[config.mk]
export PLATFORM = sky130hd
export DESIGN_NAME = sendbus_arb
export DESIGN_NICKNAME = d
export VERILOG_FILES = /design/src/rtl/sba_pkg.sv /design/src/rtl/sba_bind_table.sv /design/src/rtl/sba_bus_slot.sv /design/src/rtl/sendbus_arb.sv
export SDC_FILE = /design/constraint.sdc
export NUM_CORES = 1
export LEC_CHECK = 0
export BUFFER_PORTS_ARGS = -buffer_cell sky130_fd_sc_hd__clkbuf_2
export CAP_MARGIN = 20
export CORE_ASPECT_RATIO = 0.9
export CORE_MARGIN = 5
export CORE_UTILIZATION = 40
export DETAILED_ROUTE_END_ITERATION = 7
export SKIP_LAST_GASP = 1
export SLEW_MARGIN = 20
export SYNTH_ARGS = -nofsm -noshare
export SYNTH_HDL_FRONTEND = slang
export SYNTH_SLANG_ARGS = --single-unit
[constraint.sdc]
create_clock -name clk -period 6.4 [get_ports clk]
set_input_delay 0.64 -clock clk [delete_from_list [all_inputs] [get_ports clk]]
set_output_delay 0.64 -clock clk [all_outputs]
set_load 0.005 [all_outputs]
[src/rtl/sba_pkg.sv]
package sba_pkg;

  // Round-robin search: first set bit of cand at or above start, wrapping at n.
  // Returns n when no bit is set.
  function automatic int unsigned rr_pick(logic [31:0] cand, int unsigned start,
                                          int unsigned n);
    int unsigned res;
    res = n;
    for (int unsigned off = 0; off < 32; off++) begin
      int unsigned idx;
      idx = start + off;
      if (idx >= n) idx = idx - n;
      if (off < n && res == n && cand[idx]) res = idx;
    end
    return res;
  endfunction

  // Successor index with wrap at n.
  function automatic int unsigned wrap_inc(int unsigned i, int unsigned n);
    return (i + 1 >= n) ? 0 : i + 1;
  endfunction

endpackage

[src/rtl/sba_bind_table.sv]
module sba_bind_table #(
  parameter int N_MOD = 6,
  parameter int N_BUS = 4,
  localparam int MW = $clog2(N_MOD),
  localparam int BW = $clog2(N_BUS)
) (
  input  logic                clk,
  input  logic                rst_n,
  input  logic                we,
  input  logic [MW-1:0]       mod,
  input  logic [BW-1:0]       bank,
  input  logic [N_MOD-1:0]    held,
  output logic [N_MOD*BW-1:0] bank_of
);

  logic [BW-1:0] tbl [N_MOD];
  logic          wr_ok;

  // holders keep their binding; out-of-range indices are dropped
  assign wr_ok = we && (int'(mod) < N_MOD) && !held[mod];

  always_ff @(posedge clk or negedge rst_n) begin
    if (!rst_n) begin
      for (int m = 0; m < N_MOD; m++) tbl[m] <= '0;
    end else if (wr_ok) begin
      tbl[mod] <= bank;
    end
  end

  for (genvar m = 0; m < N_MOD; m++) begin : g_out
    assign bank_of[m*BW +: BW] = tbl[m];
  end

endmodule

[src/rtl/sba_bus_slot.sv]
module sba_bus_slot #(
  parameter int N_MOD = 6,
  localparam int MW = $clog2(N_MOD)
) (
  input  logic             clk,
  input  logic             rst_n,
  input  logic [N_MOD-1:0] cand,
  input  logic [N_MOD-1:0] rel,
  output logic             busy,
  output logic [MW-1:0]    owner,
  output logic             fire_grant,
  output logic             fire_free
);
  import sba_pkg::*;

  logic [MW-1:0] ptr;
  int unsigned   pick;
  logic [MW-1:0] pick_idx;

  assign pick     = rr_pick(32'(cand), int'(ptr), N_MOD);
  assign pick_idx = MW'(pick);

  // only the holder's release frees the bus
  assign fire_free  = busy && rel[owner];
  // a free bus with any candidate is granted
  assign fire_grant = !busy && (pick < N_MOD);

  always_ff @(posedge clk or negedge rst_n) begin
    if (!rst_n) begin
      busy  <= 1'b0;
      owner <= '0;
      ptr   <= '0;
    end else if (fire_free) begin
      busy  <= 1'b0;
      owner <= '0;
    end else if (fire_grant) begin
      busy  <= 1'b1;
      owner <= pick_idx;
      ptr   <= MW'(wrap_inc(pick, N_MOD));
    end
  end

endmodule

[src/rtl/sendbus_arb.sv]
module sendbus_arb #(
  parameter int N_MOD = 6,
  parameter int N_BUS = 4,
  localparam int MW = $clog2(N_MOD),
  localparam int BW = $clog2(N_BUS)
) (
  input  logic                clk,
  input  logic                rst_n,
  input  logic [N_MOD-1:0]    req_i,
  input  logic [N_MOD-1:0]    rel_i,
  input  logic                bind_we_i,
  input  logic [MW-1:0]       bind_mod_i,
  input  logic [BW-1:0]       bind_bank_i,
  output logic [N_MOD-1:0]    gnt_o,
  output logic [N_BUS-1:0]    bus_busy_o,
  output logic [N_BUS*MW-1:0] bus_owner_o,
  output logic                rel_err_o
);

  logic [N_MOD*BW-1:0] bank_of;
  logic [N_MOD-1:0]    cand     [N_BUS];
  logic [N_BUS-1:0]    ev_grant;
  logic [N_BUS-1:0]    ev_free;
  logic [MW-1:0]       own      [N_BUS];
  logic                bad_rel;
  logic                err_q;

  sba_bind_table #(.N_MOD(N_MOD), .N_BUS(N_BUS)) u_tbl (
    .clk     (clk),
    .rst_n   (rst_n),
    .we      (bind_we_i),
    .mod     (bind_mod_i),
    .bank    (bind_bank_i),
    .held    (gnt_o),
    .bank_of (bank_of)
  );

  for (genvar b = 0; b < N_BUS; b++) begin : g_bus
    // only modules bound to this bank compete here
    always_comb begin
      for (int m = 0; m < N_MOD; m++)
        cand[b][m] = req_i[m] && !gnt_o[m] && (int'(bank_of[m*BW +: BW]) == b);
    end

    sba_bus_slot #(.N_MOD(N_MOD)) u_slot (
      .clk        (clk),
      .rst_n      (rst_n),
      .cand       (cand[b]),
      .rel        (rel_i),
      .busy       (bus_busy_o[b]),
      .owner      (own[b]),
      .fire_grant (ev_grant[b]),
      .fire_free  (ev_free[b])
    );

    assign bus_owner_o[b*MW +: MW] = own[b];
  end

  always_comb begin
    gnt_o = '0;
    for (int b = 0; b < N_BUS; b++)
      if (bus_busy_o[b]) gnt_o[own[b]] = 1'b1;
  end

  // release from a module that holds nothing
  assign bad_rel = |(rel_i & ~gnt_o);

  always_ff @(posedge clk or negedge rst_n) begin
    if (!rst_n)       err_q <= 1'b0;
    else if (bad_rel) err_q <= 1'b1;
  end

  assign rel_err_o = err_q;

endmodule

==> run_results.csv, run 1 <==
group,metric,value,unit
clocking,cts_num_sinks,41,
global_route,grt_pass1_vias,7711,
route,drtPass1Iterations,5,
placed_design,gp_congestion,0.956,
finish,stdcell_area,8820,µm²
yosys,synth-edff-count,0,
sta,fin_setup_tns,0,ps
sta,postLayoutSetupSlackWorst,511,ps
setup_path,worstSetupPathType,"reg2reg",
clocking,cts-resized-gates,0,
sta,slew_headroom,0.395,
yosys,avgSynthCellArea,7.64,µm²
sta,worstMarginPinSlew,899,ps
floorplanning,initial_utilization,0.409,
yosys,async_flop_share,1.00,
placed_design,dpl_worst_slack,554,ps
yosys,synth-seq-cells,41,
clocking,numCtsBuffers,5,
route,wire_per_inst,19.4,µm
setup_path,critPathCaptureType,"register",
yosys,synth.yosys.seq_area_share,0.124,
floorplanning,core,20200,µm²
sta,slew_viol_final,0,
yosys,ys_types,111,
yosys,syn-cell-area,8260,µm²
floorplanning,num_rows,49,
placed_design,dpl-instance-area,8680,µm²
flow_run,drv_cap,0,
finish,nets,1198,
setup_path,required,6590,ps
yosys,synthesis.nets,1177,
hold_path,hold_class,"in2async",
placed_design,hpwl,20.9,mm
finish,drive_gt1_frac,0.155,
yosys,postSynthCellCount,1080,
route,drtIter0Drc,760,
sta,fmax,170,MHz
clocking,tritoncts,"built",
setup_path,path_max_fanout,7,
route,viasPerCell,6.31,
floorplanning,die_x,161,µm
global_route,grt_overflow_total,0,
setup_path,critPathLaunchType,"register",
outcome,outcome,"finished clean",
global_route,grt_max_degree,42,
sta,rsz0062_at_grt,"false",
clocking,clock_latency,300,ps
route,drc,0,
finish,syn2layout_area_growth,6.82,%
sta,hold_viol_final,0,
finish,diodes,0,
sta,period_needed,5890,ps
clocking,ctsHoldBuffers,0,
setup_path,cp.arrival,6080,ps
clocking,cts.path.max_buffers,2,
sta,post-route-period-util,0.920,
clocking,htreeDepth,2,
global_route,grt_usage,0.217,
yosys,synth_warnings,0,
route,ant_nets,0,
floorplanning,ioPinCount,43,
sta,setup_violations,0,
floorplanning,dieArea,23600,µm²
floorplanning,die_y,146,µm
clocking,post_cts_buffers,0,
route,num_vias,8569,
yosys,synthFlopType,"dfrtp_1",
global_route,grt_pass1_wl,42.2,mm
route,wl,26.4,mm
clocking,root_buffer,"clkbuf_16",
global_route,antenna_found_initial,0,
sta,fin_skew,5.76,ps
clocking,clk_pin_slew_worst_paths,60,ps
placed_design,port_buffers,42,
## layout make-up
| class | count | area, µm² |
|---|---|---|
| tap | 255 | 319 |
| clock inverter | 3 | 17.5 |
| inverter | 74 | 278 |
| sequential | 41 | 1030 |
| clock buffer | 5 | 125 |
| fill | 2044 | 11400 |
| multi-input combinational | 913 | 6660 |
| timing repair buffer | 66 | 390 |
## cells in the mapped netlist (6+ instances only)
cell type / number / area [µm²]
o31ai_1: 9 / 67.6
buf_4: 9 / 67.6
nand2_1: 95 / 357
o21ai_1: 6 / 30.0
nand4b_1: 8 / 70.1
and3_1: 14 / 87.6
nand3b_1: 10 / 75.1
ha_1: 77 / 963
o211a_1: 10 / 100
a22oi_1: 8 / 60.1
a211o_1: 6 / 52.6
nor2b_1: 14 / 87.6
dfrtp_1: 41 / 1030
buf_2: 10 / 50.1
o22ai_1: 10 / 62.6
a21boi_0: 7 / 52.6
and2_1: 15 / 93.8
nor4_1: 14 / 87.6
nor3_1: 31 / 155
a211oi_1: 26 / 195
nand4_1: 18 / 113
nor2_1: 64 / 240
inv_1: 69 / 259
o21ai_0: 55 / 275
or2_2: 13 / 81.3
mux2_2: 16 / 180
a21o_1: 10 / 75.1
a31o_2: 8 / 70.1
xor2_1: 7 / 61.3
nand3_1: 40 / 200
clkbuf_1: 24 / 90.1
xnor2_1: 18 / 158
o211ai_1: 18 / 135
or4_1: 7 / 52.6
nand2b_1: 19 / 119
mux2i_1: 21 / 210
a31oi_1: 16 / 100
or3_1: 18 / 113
a21oi_1: 48 / 240
## placed cells by master, fill, tap and decap left out, types with 7 or more instances in the layout
cell,netlist,layout
or2_2,13,13
o211a_1,10,10
buf_4,9,24
mux2_2,16,16
or4_1,7,7
o211ai_1,18,18
nand4b_1,8,8
nand3b_1,10,10
nor3_1,31,31
o21ai_0,55,55
nor4_1,14,14
a21o_1,10,10
or3_1,18,18
inv_1,69,69
and3_1,14,14
nand2b_1,19,19
nor2b_1,14,14
a21boi_0,7,7
a22oi_1,8,8
a31oi_1,16,16
dfrtp_1,41,41
mux2i_1,21,21
nand2_1,95,95
a21oi_1,48,48
o31ai_1,9,9
nand4_1,18,18
and2_1,15,15
a211oi_1,26,26
nor2_1,64,64
o22ai_1,10,10
xnor2_1,18,18
clkbuf_2,0,42
nand3_1,40,40
xor2_1,7,7
a31o_2,8,8
ha_1,77,77
## routing by layer
layer / track usage / share of wire / routed length, µm / up-vias
li1: - / - / - / 4169
met1: 0.320 / 0.48 / 12600 / 4073
met2: 0.333 / 0.44 / 11600 / 305
met3: 0.0431 / 0.076 / 2000 / 22
met4: 0.0333 / 0.0095 / 250 / 0
met5: 0 / 0 / 0 / -
## critical path: stages, from the launching register on
cell and delay (ps):
dfrtp_1 450, ha_1 310, xnor2_1 280, inv_1 140, ha_1 190, inv_1 50
ha_1 230, inv_1 70, or3_2 100, o21ai_0 70, a222oi_1 600, buf_4 260
o21ai_2 110, o41ai_2 440, a2111oi_4 100, or3_2 510, o21ai_0 330, inv_1 80
ha_1 340, nor2_1 70, or2_2 270, a311o_2 310, mux2i_1 130, nor3_1 70
mux2_4 270
## registers in the layout, summed over array words and instances (netlist names)
| signal | cells |
|---|---|
| g_bus.u_slot.busy | 4 |
| g_bus.u_slot.owner | 12 |
| g_bus.u_slot.ptr | 12 |
| rel_err_o | 1 |
| u_tbl.bank_of | 12 |
## final timing paths
check | depth (start not counted) | startpoint | slack, ps | endpoint
worst max-delay path | 24 | g_bus[3].u_slot.ptr[0]$_DFFE_PN0P_ | 510 | g_bus[3].u_slot.ptr[0]$_DFFE_PN0P_
worst min-delay path | 2 | rst_n | 420 | g_bus[3].u_slot.ptr[1]$_DFFE_PN0P_
worst max register to register | 24 | g_bus[3].u_slot.ptr[0]$_DFFE_PN0P_ | 510 | g_bus[3].u_slot.ptr[0]$_DFFE_PN0P_
worst min register to register | 1 | u_tbl.bank_of[0]$_DFFE_PN0P_ | 590 | u_tbl.bank_of[0]$_DFFE_PN0P_
max in group asynchronous | 2 | rst_n | 5570 | u_tbl.bank_of[2]$_DFFE_PN0P_
min in group clk | 1 | u_tbl.bank_of[0]$_DFFE_PN0P_ | 590 | u_tbl.bank_of[0]$_DFFE_PN0P_
## through the flow
stage / instances / hold WS, ps / utilization
2_1_floorplan: 1080 / 344 / -
3_3_place_gp: 1349 / 553 / 0.430
3_5_place_dp: 1349 / 545 / 0.430
4_1_cts: 1357 / 444 / 0.437
5_1_grt: 1357 / 471 / 0.437
6_report: 1357 / 419 / 0.437
## cells by family (layout without fill, tap and decap cells)
logic type / count (synthesis) / after routing / synth area share
AOI/OAI and AO/OA: 328 / 328 / 0.296
xor gates and xnor gates: 25 / 25 / 0.0265
adders and majority gates: 77 / 77 / 0.117
buffers and inverters: 126 / 148 / 0.0687
DFF: 41 / 41 / 0.124
muxes: 43 / 43 / 0.0609
and+or+nand+nor: 440 / 440 / 0.307
Power of run 1 is not shown: default switching activity piles up to over one toggle a cycle in this logic, so the estimate is an artifact.
==> inputs of run 2 (changes only) <==
--- a/config.mk
+++ b/config.mk
@@ -9,8 +9,9 @@
 export CAP_MARGIN = 20
 export CORE_ASPECT_RATIO = 0.9
 export CORE_MARGIN = 5
-export CORE_UTILIZATION = 40
+export CORE_UTILIZATION = 64
 export DETAILED_ROUTE_END_ITERATION = 7
+export PLACE_DENSITY = 0.83
 export SKIP_LAST_GASP = 1
 export SLEW_MARGIN = 20
 export SYNTH_ARGS = -nofsm -noshare
==> run 2 against run 1 <==
Compared with the run above:
- the flow now finishes with violations (design-rule violations)
- non-clock buffer count shrank 3
- cell count shrank 6.9%
- sequential cell count is the same
- core utilization grew 25 points
- clock skew is essentially flat
- wire length shrank 6.8%
- count of clock-buffer cells in the layout grew 2
- fmax shrank 1.8%
- design area shrank 1.2%
- first-iteration DRC count grew 38%
- critical path type unchanged
- highest routed layer unchanged
==> run_results.csv, run 2 (same netlist as run 1, synthesis figures left out) <==
group,metric,value,unit
finish,syn2layout_area_growth,5.53,%
sta,post-route-period-util,0.938,
sta,worstMarginPinSlew,757,ps
floorplanning,num_rows,39,
finish,drive_gt1_frac,0.152,
global_route,use_met3,0.0735,
placed_design,gp_congestion,1.02,
clocking,cts-resized-gates,0,
global_route,grt.busiest_layer,"met2",
sta,slew_viol_final,0,
sta,rsz0062_at_grt,"false",
floorplanning,ioPinCount,43,
global_route,grt_use_met2,0.460,
sta,fmax,167,MHz
sta,whs,417,ps
floorplanning,dieArea,15300,µm²
placed_design,dpl-instance-area,8540,µm²
finish,stdcell_area,8710,µm²
route,wire_per_inst,19.4,µm
setup_path,critPathCaptureType,"register",
sta,hold_viol_final,0,
floorplanning,die_x,130,µm
route,wl,24.6,mm
sta,period_needed,6000,ps
clocking,clk_pin_slew_worst_paths,60,ps
hold_path,hold_class,"in2async",
setup_path,worstSetupPathType,"reg2reg",
clocking,cts.path.max_buffers,2,
clocking,numCtsBuffers,5,
sta,slew_headroom,0.493,
clocking,tritoncts,"built",
placed_design,port_buffers,42,
global_route,grt_max_degree,42,
setup_path,critPathLaunchType,"register",
setup_path,path_max_fanout,9,
sta,fin_skew,5.75,ps
finish,multi_input_area,6660,µm²
outcome,outcome,"finished, violations left",
sta,setup_violations,0,
clocking,root_buffer,"clkbuf_16",
finish,n_fill_cell,1103,
finish,diodes,0,
finish,final_cell_mix,"nand2_1, ha_1, inv_1",
global_route,antenna_found_initial,0,
global_route,grt_usage,0.309,
finish,seq_area,1030,µm²
route,drtIter0Drc,1048,
clocking,post_cts_buffers,0,
route,ant_nets,0,
route,drtPass1Iterations,8,
floorplanning,initial_utilization,0.651,
sta,fin_setup_tns,0,ps
route,drc,6,
clocking,htreeDepth,2,
flow_run,drv_cap,0,
clocking,cts_num_sinks,41,
placed_design,hpwl,19.0,mm
setup_path,cp.arrival,6180,ps
global_route,grt_pass1_vias,7862,
global_route,grt_pass1_wl,39.4,mm
route,viasPerCell,7.06,
clocking,clock_latency,300,ps
global_route,grt_overflow_total,0,
floorplanning,core,12700,µm²
finish,nets,1195,
setup_path,required,6580,ps
global_route,use_met1,0.446,
finish,layout_commonest_cell,"nand2_1",
outcome,violations,"design-rule violations",
route,num_vias,8922,
clocking,ctsHoldBuffers,0,
floorplanning,die_y,118,µm
-- run 2: changes by cell type in the layout (fill, tap and decap cells not counted) --
cell,previous run,this run
buf_4,24,21
bufinv_16,0,1
clkbuf_1,0,1
clkbuf_8,0,1
clkinv_2,2,0
clkinvlp_4,1,0
-- run 2: final timing paths --
path	start	end	slack, ps	cells after the start
hold reg to reg	rel_err_o$_DFFE_PN0P_	rel_err_o$_DFFE_PN0P_	510	2
setup reg to reg	g_bus[3].u_slot.ptr[0]$_DFFE_PN0P_	g_bus[3].u_slot.ptr[0]$_DFFE_PN0P_	400	24
min in group clk	rel_err_o$_DFFE_PN0P_	rel_err_o$_DFFE_PN0P_	510	2
hold / removal	rst_n	g_bus[2].u_slot.ptr[1]$_DFFE_PN0P_	420	2
max in group asynchronous	rst_n	g_bus[1].u_slot.owner[2]$_DFFE_PN0P_	5570	2
setup / recovery	g_bus[3].u_slot.ptr[0]$_DFFE_PN0P_	g_bus[3].u_slot.ptr[0]$_DFFE_PN0P_	400	24
-- run 2: layer usage --
metal / up-vias / part of all wire
li1: 4170 / -
met3: 80 / 0.11
met4: 0 / 0.029
met5: - / 0
met2: 499 / 0.43
met1: 4173 / 0.44
-- run 2: critical path, stage by stage, from the launching register on --
cell,delay (ps)
dfrtp_1,470
ha_1,320
xnor2_1,180
inv_1,150
ha_1,170
inv_1,40
ha_1,280
inv_1,50
or3_2,400
o21ai_0,170
a222oi_1,110
buf_4,190
nor4_2,470
o41ai_2,160
mux2_2,340
or3_2,470
o21ai_0,340
inv_1,80
ha_1,350
nor2_1,70
or2_2,280
a311o_2,310
mux2i_1,140
nor3_1,70
mux2_4,280
-- run 2: cell type report --
type / count / area share
Timing Repair Buffer: 63 / 0.0422
Sequential cell: 41 / 0.118
Tap cell: 164 / 0.0236
Multi-Input combinational cell: 913 / 0.765
Clock buffer: 7 / 0.0164
Inverter: 74 / 0.0319
Clock inverter: 1 / 0.00345
-- run 2: through the flow --
| stage | std cells | setup slack (ps) | utilization |
|---|---|---|---|
| after detailed placement | 1255 | 435 | 0.673 |
| final | 1263 | 400 | 0.687 |
| after global placement | 1255 | 693 | 0.673 |
| after global routing | 1263 | 45.4 | 0.687 |
| after floorplan | 1080 | 939 | - |
| after CTS | 1263 | 425 | 0.687 |
Power of run 2 is left out for the same reason.
